`src/rtl/tsc_pkg.sv`:
```
package tsc_pkg;
  localparam logic [3:0] PL_MX = 4'b0001;
  localparam logic [3:0] PL_PX = 4'b0010;
  localparam logic [3:0] PL_MY = 4'b0100;
  localparam logic [3:0] PL_PY = 4'b1000;

  typedef enum logic [1:0] {
    MODE_DETECT = 2'd0,
    MODE_PRESS  = 2'd1,
    MODE_POS    = 2'd2
  } mode_e;

  localparam logic [2:0] CH_PX = 3'd0;
  localparam logic [2:0] CH_PY = 3'd2;

  localparam logic [15:0] ADC_EN      = 16'h8000;
  localparam int          ADC_GO_B    = 7;
  localparam int          ADC_VALID_B = 15;
  localparam int          ADC_CH_LSB  = 2;

  typedef enum logic [4:0] {
    S_OFF, S_XPRE, S_XSET, S_XCNV, S_YPRE, S_YSET, S_YCNV,
    S_PSET, S_PCNV, S_GAP1, S_JUDGE, S_GAP2, S_IDLE, S_STOP
  } scan_e;

  function automatic logic [15:0] ctl_word(input logic [3:0] pow, input logic [3:0] gnd,
                                           input mode_e m, input logic bias);
    ctl_word = {4'b0000, bias, 1'b0, m, gnd, pow};
  endfunction
endpackage

```
`src/rtl/tsc_us_timer.sv`:
```
module tsc_us_timer #(
  parameter int DLY_W = 16
) (
  input  logic             clk,
  input  logic             rst,
  input  logic             tick,
  input  logic             load,
  input  logic [DLY_W-1:0] load_val,
  output logic             done
);
  logic [DLY_W-1:0] cnt;

  always_ff @(posedge clk) begin
    if (rst)                  cnt <= '0;
    else if (load)            cnt <= load_val;
    else if (tick && cnt != 0) cnt <= cnt - 1'b1;
  end

  assign done = (cnt == '0);

  // an expired window never wraps back into a long wait
  a_r3_no_wrap: assert property (@(posedge clk) disable iff (rst)
    (!load && cnt == '0) |=> cnt == '0);
endmodule

```
`src/rtl/tsc_adc_seq.sv`:
```
module tsc_adc_seq import tsc_pkg::*; #(
  parameter int SMP_W = 10
) (
  input  logic             clk,
  input  logic             rst,
  input  logic             adc_on,
  input  logic             go,
  input  logic [2:0]       ch,
  input  logic             sync,
  input  logic [15:0]      adc_data,
  output logic [15:0]      adc_ctl,
  output logic             done,
  output logic [SMP_W-1:0] result
);
  typedef enum logic [1:0] {A_IDLE, A_ARM, A_WAIT} adc_st_e;
  adc_st_e st;
  logic    adc_unused;

  assign adc_unused = ^adc_data[ADC_VALID_B-1:SMP_W];

  always_ff @(posedge clk) begin
    if (rst) begin
      st      <= A_IDLE;
      adc_ctl <= '0;
      done    <= 1'b0;
      result  <= '0;
    end else begin
      done <= 1'b0;
      case (st)
        A_IDLE:
          if (go) begin
            adc_ctl <= ADC_EN | (16'(ch) << ADC_CH_LSB) | {15'b0, sync};
            st      <= A_ARM;
          end else begin
            adc_ctl <= adc_on ? ADC_EN : '0;
          end
        A_ARM: begin
          adc_ctl[ADC_GO_B] <= 1'b1;
          st                <= A_WAIT;
        end
        A_WAIT:
          if (adc_data[ADC_VALID_B]) begin
            result  <= adc_data[SMP_W-1:0];
            done    <= 1'b1;
            adc_ctl <= ADC_EN;
            st      <= A_IDLE;
          end
        default: st <= A_IDLE;
      endcase
    end
  end

  // start is only ever given with the converter enabled
  a_r4_start_needs_en: assert property (@(posedge clk) disable iff (rst)
    adc_ctl[ADC_GO_B] |-> adc_ctl[15]);
  // start rises on top of an enable+channel word written the cycle before
  a_r4_arm_first: assert property (@(posedge clk) disable iff (rst)
    $rose(adc_ctl[ADC_GO_B]) |-> ($past(adc_ctl[15]) && $past(adc_ctl[4:2]) == adc_ctl[4:2]));
  // start is held until the converter reports a valid result
  a_r5_hold_start: assert property (@(posedge clk) disable iff (rst)
    $fell(adc_ctl[ADC_GO_B]) |-> $past(adc_data[ADC_VALID_B]));
endmodule

```
`src/rtl/touch_scan_seq.sv`:
```
module touch_scan_seq import tsc_pkg::*; #(
  parameter int SMP_W         = 10,
  parameter int DLY_W         = 16,
  parameter int POS_SETTLE_US = 55,
  parameter int PRS_SETTLE_US = 0,
  parameter int GAP_US        = 10000
) (
  input  logic             clk,
  input  logic             rst,
  input  logic             us_tick,
  input  logic             run,
  input  logic             stop_req,
  input  logic             pen_irq,
  input  logic             adc_sync,
  input  logic [1:0]       plate_lo,
  input  logic [15:0]      adc_data,
  output logic [15:0]      panel_ctl,
  output logic [15:0]      adc_ctl,
  output logic             evt_sample,
  output logic             evt_release,
  output logic [SMP_W-1:0] evt_x,
  output logic [SMP_W-1:0] evt_y,
  output logic [SMP_W-1:0] evt_p
);
  localparam logic [15:0] W_XPRE = ctl_word(PL_PX, PL_MX, MODE_PRESS, 1'b1);
  localparam logic [15:0] W_XPOS = ctl_word(PL_PX, PL_MX, MODE_POS, 1'b1);
  localparam logic [15:0] W_YPRE = ctl_word(PL_PY, PL_MY, MODE_PRESS, 1'b1);
  localparam logic [15:0] W_YPOS = ctl_word(PL_PY, PL_MY, MODE_POS, 1'b1);
  localparam logic [15:0] W_PRS  = ctl_word(PL_MX | PL_PX, PL_MY | PL_PY, MODE_PRESS, 1'b1);
  localparam logic [15:0] W_DET  = ctl_word(PL_MX | PL_PX, PL_MY | PL_PY, MODE_DETECT, 1'b0);
  localparam logic [DLY_W-1:0] D_POS = DLY_W'(POS_SETTLE_US);
  localparam logic [DLY_W-1:0] D_PRS = DLY_W'(PRS_SETTLE_US);
  localparam logic [DLY_W-1:0] D_GAP = DLY_W'(GAP_US);

  scan_e            state;
  logic             tmr_load, tmr_done, cnv_go, cnv_done, adc_on, had_smp;
  logic [DLY_W-1:0] tmr_val;
  logic [2:0]       cnv_ch;
  logic [SMP_W-1:0] cnv_res, x_q, y_q;

  tsc_us_timer #(.DLY_W(DLY_W)) u_timer (
    .clk(clk), .rst(rst), .tick(us_tick), .load(tmr_load),
    .load_val(tmr_val), .done(tmr_done));

  tsc_adc_seq #(.SMP_W(SMP_W)) u_adc (
    .clk(clk), .rst(rst), .adc_on(adc_on), .go(cnv_go), .ch(cnv_ch),
    .sync(adc_sync), .adc_data(adc_data), .adc_ctl(adc_ctl),
    .done(cnv_done), .result(cnv_res));

  always_comb begin
    tmr_load = 1'b0;
    tmr_val  = D_GAP;
    cnv_go   = 1'b0;
    cnv_ch   = CH_PY;
    case (state)
      S_XPRE, S_YPRE: begin tmr_load = 1'b1; tmr_val = D_POS; end
      S_XSET:  cnv_go = tmr_done;
      S_YSET:  begin cnv_go = tmr_done; cnv_ch = CH_PX; end
      S_PSET:  cnv_go = tmr_done;
      S_YCNV:  begin tmr_load = cnv_done; tmr_val = D_PRS; end
      S_PCNV:  tmr_load = cnv_done;
      S_JUDGE: tmr_load = 1'b1;
      default: ;
    endcase
  end

  always_ff @(posedge clk) begin
    if (rst) begin
      state       <= S_OFF;
      panel_ctl   <= '0;
      adc_on      <= 1'b0;
      had_smp     <= 1'b0;
      evt_sample  <= 1'b0;
      evt_release <= 1'b0;
      evt_x       <= '0;
      evt_y       <= '0;
      evt_p       <= '0;
      x_q         <= '0;
      y_q         <= '0;
    end else begin
      evt_sample  <= 1'b0;
      evt_release <= 1'b0;
      case (state)
        S_OFF:
          if (run && !stop_req) begin
            state <= S_XPRE; panel_ctl <= W_XPRE; adc_on <= 1'b1;
          end
        S_XPRE: begin state <= S_XSET; panel_ctl <= W_XPOS; end
        S_XSET: if (tmr_done) state <= S_XCNV;
        S_XCNV:
          if (cnv_done) begin
            x_q <= cnv_res; state <= S_YPRE; panel_ctl <= W_YPRE;
          end
        S_YPRE: begin state <= S_YSET; panel_ctl <= W_YPOS; end
        S_YSET: if (tmr_done) state <= S_YCNV;
        S_YCNV:
          if (cnv_done) begin
            y_q <= cnv_res; state <= S_PSET; panel_ctl <= W_PRS;
          end
        S_PSET: if (tmr_done) state <= S_PCNV;
        S_PCNV:
          if (cnv_done) begin
            evt_p <= cnv_res; adc_on <= 1'b0; panel_ctl <= W_DET; state <= S_GAP1;
          end
        S_GAP1:
          if (stop_req)      state <= S_STOP;
          else if (tmr_done) state <= S_JUDGE;
        S_JUDGE:
          if (|plate_lo) begin
            evt_release <= had_smp; had_smp <= 1'b0; state <= S_IDLE;
          end else begin
            evt_sample <= 1'b1; had_smp <= 1'b1;
            evt_x <= x_q; evt_y <= y_q; state <= S_GAP2;
          end
        S_GAP2:
          if (stop_req) state <= S_STOP;
          else if (tmr_done) begin
            state <= S_XPRE; panel_ctl <= W_XPRE; adc_on <= 1'b1;
          end
        S_IDLE:
          if (stop_req) state <= S_STOP;
          else if (pen_irq) begin
            state <= S_XPRE; panel_ctl <= W_XPRE; adc_on <= 1'b1;
          end
        S_STOP: begin
          evt_release <= had_smp; had_smp <= 1'b0;
          panel_ctl <= '0; adc_on <= 1'b0; state <= S_OFF;
        end
        default: state <= S_OFF;
      endcase
    end
  end

  // position mode is reached only from pressure mode with unchanged plate drive
  a_r2_pos_after_pres: assert property (@(posedge clk) disable iff (rst)
    (panel_ctl[9:8] == 2'b10 && $past(panel_ctl[9:8]) != 2'b10)
      |-> ($past(panel_ctl) == {panel_ctl[15:10], 2'b01, panel_ctl[7:0]}));
  // no conversion is started while the panel sits in pen-detect mode
  a_r6_no_cnv_detect: assert property (@(posedge clk) disable iff (rst)
    adc_ctl[ADC_GO_B] |-> panel_ctl[9:8] != 2'b00);
  // a sample and a release never share a cycle
  a_r8_evt_excl: assert property (@(posedge clk) disable iff (rst)
    $onehot0({evt_sample, evt_release}));
  // the cycle after a stop the panel is released and no sample follows
  a_r10_stop_off: assert property (@(posedge clk) disable iff (rst)
    ($past(state) == S_STOP) |-> (panel_ctl == '0 && !evt_sample));
endmodule

```
`config.mk`:
```
export PLATFORM = sky130hd
export DESIGN_NAME = touch_scan_seq
export DESIGN_NICKNAME = d
export VERILOG_FILES = /design/src/rtl/tsc_pkg.sv /design/src/rtl/tsc_us_timer.sv /design/src/rtl/tsc_adc_seq.sv /design/src/rtl/touch_scan_seq.sv
export SDC_FILE = /design/constraint.sdc
export NUM_CORES = 1
export LEC_CHECK = 0
export CORE_ASPECT_RATIO = 0.9
export CORE_UTILIZATION = 47
export CTS_CLUSTER_SIZE = 20
export DETAILED_ROUTE_END_ITERATION = 7
export HOLD_SLACK_MARGIN = 0.1
export PLACE_DENSITY = 0.76
export SYNTH_ARGS = -nofsm -noshare
export SYNTH_HDL_FRONTEND = slang
export SYNTH_SLANG_ARGS = --single-unit
```
`constraint.sdc`:
```
create_clock -name clk -period 2.6 [get_ports clk]
set_clock_uncertainty 0.2 [all_clocks]
set_input_delay 0.52 -clock clk [delete_from_list [all_inputs] [get_ports clk]]
set_output_delay 0.52 -clock clk [all_outputs]
set_load 0.02 [all_outputs]
```
==> run summary <==
Outcome - finished, final reports clean
Slew HR - 57.5%
I/O Buffers - 64
Drt pass-1 iters - 5
Post-synth ARST share - 0%
Sequential power share - 34.9%
Total GRT Usage - 23.3%
I/O pins - 89
Layout cells sized above 1 - 12.1%
Achievable clock frequency - 393 MHz
Most frequent cells in the layout - dfxtp_1 (97), nand2_1 (92), a21oi_1 (75)
Critical Path End - u_timer.cnt[6]
Final ANT Viol Nets - 0
CTS H-tree depth - 3
Worst Setup SP - u_timer.cnt[0]
Area Growth Syn to Fin - 23.6%
Area of the die - 0.0102 mm²
Vias - 4293
FF-to-FF Start - u_timer.cnt[0]
Worst R2R End - u_timer.cnt[6]
Number of global-route vias before repair - 3903
Commonest non-fill, non-tap cell in the layout - dfxtp_1
ANT cells - 0
Width of the chip - 106 µm
Reg-to-reg setup timing slack - 0.05 ns
Combinational cell fraction of total power - 47.7%
Final wirelength - 11600 µm
Wire per inst - 15.3 µm
Max-Cap Viols - 0
CTS tree - built
GR Overflow Total - 0
WP data arrival - 2.60 ns
Leakage Power - 2.13 nW
Final Hold Violating Endpoints - 0
RSZ-0062 raised after global routing - yes
Setup WS pre-CTS - -0.0586 ns
CP Launch Type - register
Root buffer cell - clkbuf_8
Final #Nets - 659
Min Tclk post-route - 2.55 ns
Reg clk slew, reported paths - 0.10 ns
DIE HEIGHT - 95.7 µm
Clock tree buffer depth - 2
Setup CP Type - register to register
Sink Count - 99
Required time of the critical path - 2.65 ns
First-pass GRT wire length - 18900 µm
Synth Cell Area - 0.00458 mm²
Pwr dens - 980 mW/mm²
Switching power - 2.26 mW
Final Max Tran Viols - 0
Vias per cell - 5.65
Setup TNS - 0 ns
Reg2reg path depth - 8
Rows - 33
Max VDD drop - 0.000844 V
Core area - 0.00929 mm²
Post-route clock period utilization - 97.9%
Detailed placer's ending HPWL - 8100 µm
Worst-margin pin slew - 0.637 ns
Mapped Cells - 560
Dominant synthesized flop cell - dfxtp_1
Initial Util - 49.3%
Seq cells post-synth - 99
Synth warn - 0
Synthesized area per cell - 8.18 µm²
CP Capture Type - register
Num CTS Buffers - 9
Initial antenna violation count - 0
Final worst slack - 0.0542 ns
Setup Viol. Count Final - 0
EDFF count, synth - 0
Pin count of the biggest net entering global routing - 89
Switching Share - 40.7%
Pint - 3.29 mW
DR DRC count - 0
Gp weighted congestion - 0.900
HP Class - register to register
Sequential share of the synthesized area - 43.2%
Critical Path Fanout Max - 6
Clock power share - 17.4%
DRT iter0 DRCs - 319
Clk Latency, worst-skew pair - 0.36 ns
Synth cell types - 65
[worst max-delay path: stages (launching register included)]
cell	delay [ns]
dfxtp_2	0.34
inv_2	0.08
ha_4	0.13
or4b_4	0.50
o41a_1	0.47
a211oi_4	0.34
buf_4	0.21
or4_1	0.11
a21oi_1	0.06
[routing by layer]
layer	wire [µm]	global-route usage, %	vias up
li1	-	-	2087
met4	133	6.13	0
met2	5440	38.2	173
met5	0	0	-
met3	816	5.06	12
met1	5220	31.2	2021
[power by group through the flow]
| stage | Sequential [mW] | Clock [mW] | Combinational (mW) |
|---|---|---|---|
| after floorplan | 1.96 | 0 | 1.69 |
| after global placement | 1.94 | 0 | 2.27 |
| after detailed placement | 1.96 | 0 | 2.37 |
| after CTS | 1.92 | 0.983 | 2.45 |
| after global routing | 1.97 | 1.03 | 2.87 |
| final | 1.94 | 0.964 | 2.65 |
[metrics by stage]
stage	instance area [µm²]	instances	hold slack, ns	power (mW)	utilization [%]
global route	5660	760	0.283	5.86	61.0
global placement	5380	737	0.241	4.21	57.9
floorplan	4650	578	0.232	3.65	-
detailed placement	5380	737	0.245	4.33	57.9
finish	5660	760	0.257	5.55	61.0
CTS	5600	755	0.259	5.35	60.2
[cell type report]
cell class / count / area [µm²]
clock buffers: 10 / 138
clock inverters: 6 / 56.3
fillers: 844 / 3630
inverters: 9 / 33.8
multi-input cells: 413 / 2370
flip-flops and latches: 99 / 1980
well taps: 122 / 153
repair buffers: 101 / 930
[flip-flops by register name, summed over array words and instances, names as in the netlist]
signal,cells
u_timer.cnt,16
adc_on,1
u_adc.adc_ctl,4
evt_sample,1
evt_p,10
x_q,10
u_adc.done,1
had_smp,1
evt_y,10
evt_x,10
u_adc.result,10
y_q,10
u_adc.st,2
panel_ctl,8
state,4
evt_release,1
[worst min path at each step]
stage	startpoint	end	slack (ns)	depth (start not counted)
final	x_q[2]	evt_x[2]	0.26	2
after global routing	x_q[3]	evt_x[3]	0.28	2
after CTS	x_q[2]	evt_x[2]	0.26	2
after detailed placement	x_q[2]	evt_x[2]	0.24	2
after global placement	x_q[4]	evt_x[4]	0.24	2
after floorplan	x_q[0]	evt_x[0]	0.23	2
[synthesized netlist by cell type (all sizes together), types with 3 or more instances]
library cell | count | area [µm²]
dfxtp | 99 | 1980
nand2 | 92 | 345
a21oi | 75 | 375
nor2 | 40 | 150
clkbuf | 30 | 114
buf | 27 | 194
mux2i | 23 | 230
nand3 | 20 | 100
o21ai | 19 | 95.1
nor3 | 16 | 80.1
inv | 9 | 33.8
nand2b | 8 | 50.1
o31ai | 8 | 60.1
nor2b | 7 | 43.8
nand4 | 6 | 37.5
or3 | 6 | 37.5
a211oi | 5 | 50.1
or4 | 5 | 37.5
nor4 | 4 | 46.3
o22ai | 4 | 25.0
xnor2 | 4 | 35.0
a311oi | 3 | 26.3
a31oi | 3 | 18.8
nor4bb | 3 | 30.0
or4b | 3 | 33.8
[timing repair]
action	CTS	global route
pin swaps	2	4
endpoints found under the setup margin	9	23
gates resized for setup	2	11
buffers inserted	2	4
cloned	0	1
hold buffers	0	0
[logic make-up after synthesis]
logic type	Yosys count	synth area share, %
other	1	0.0818
muxes	24	5.27
DFF	99	43.2
buffers and inverters	66	7.45
AOI/OAI and AO/OA	139	18.5
xor gates and xnor gates	4	0.764
adders and majority gates	1	0.273
and+or+nand+nor	226	24.4
Note: power is estimated with default switching activity, not from simulation.
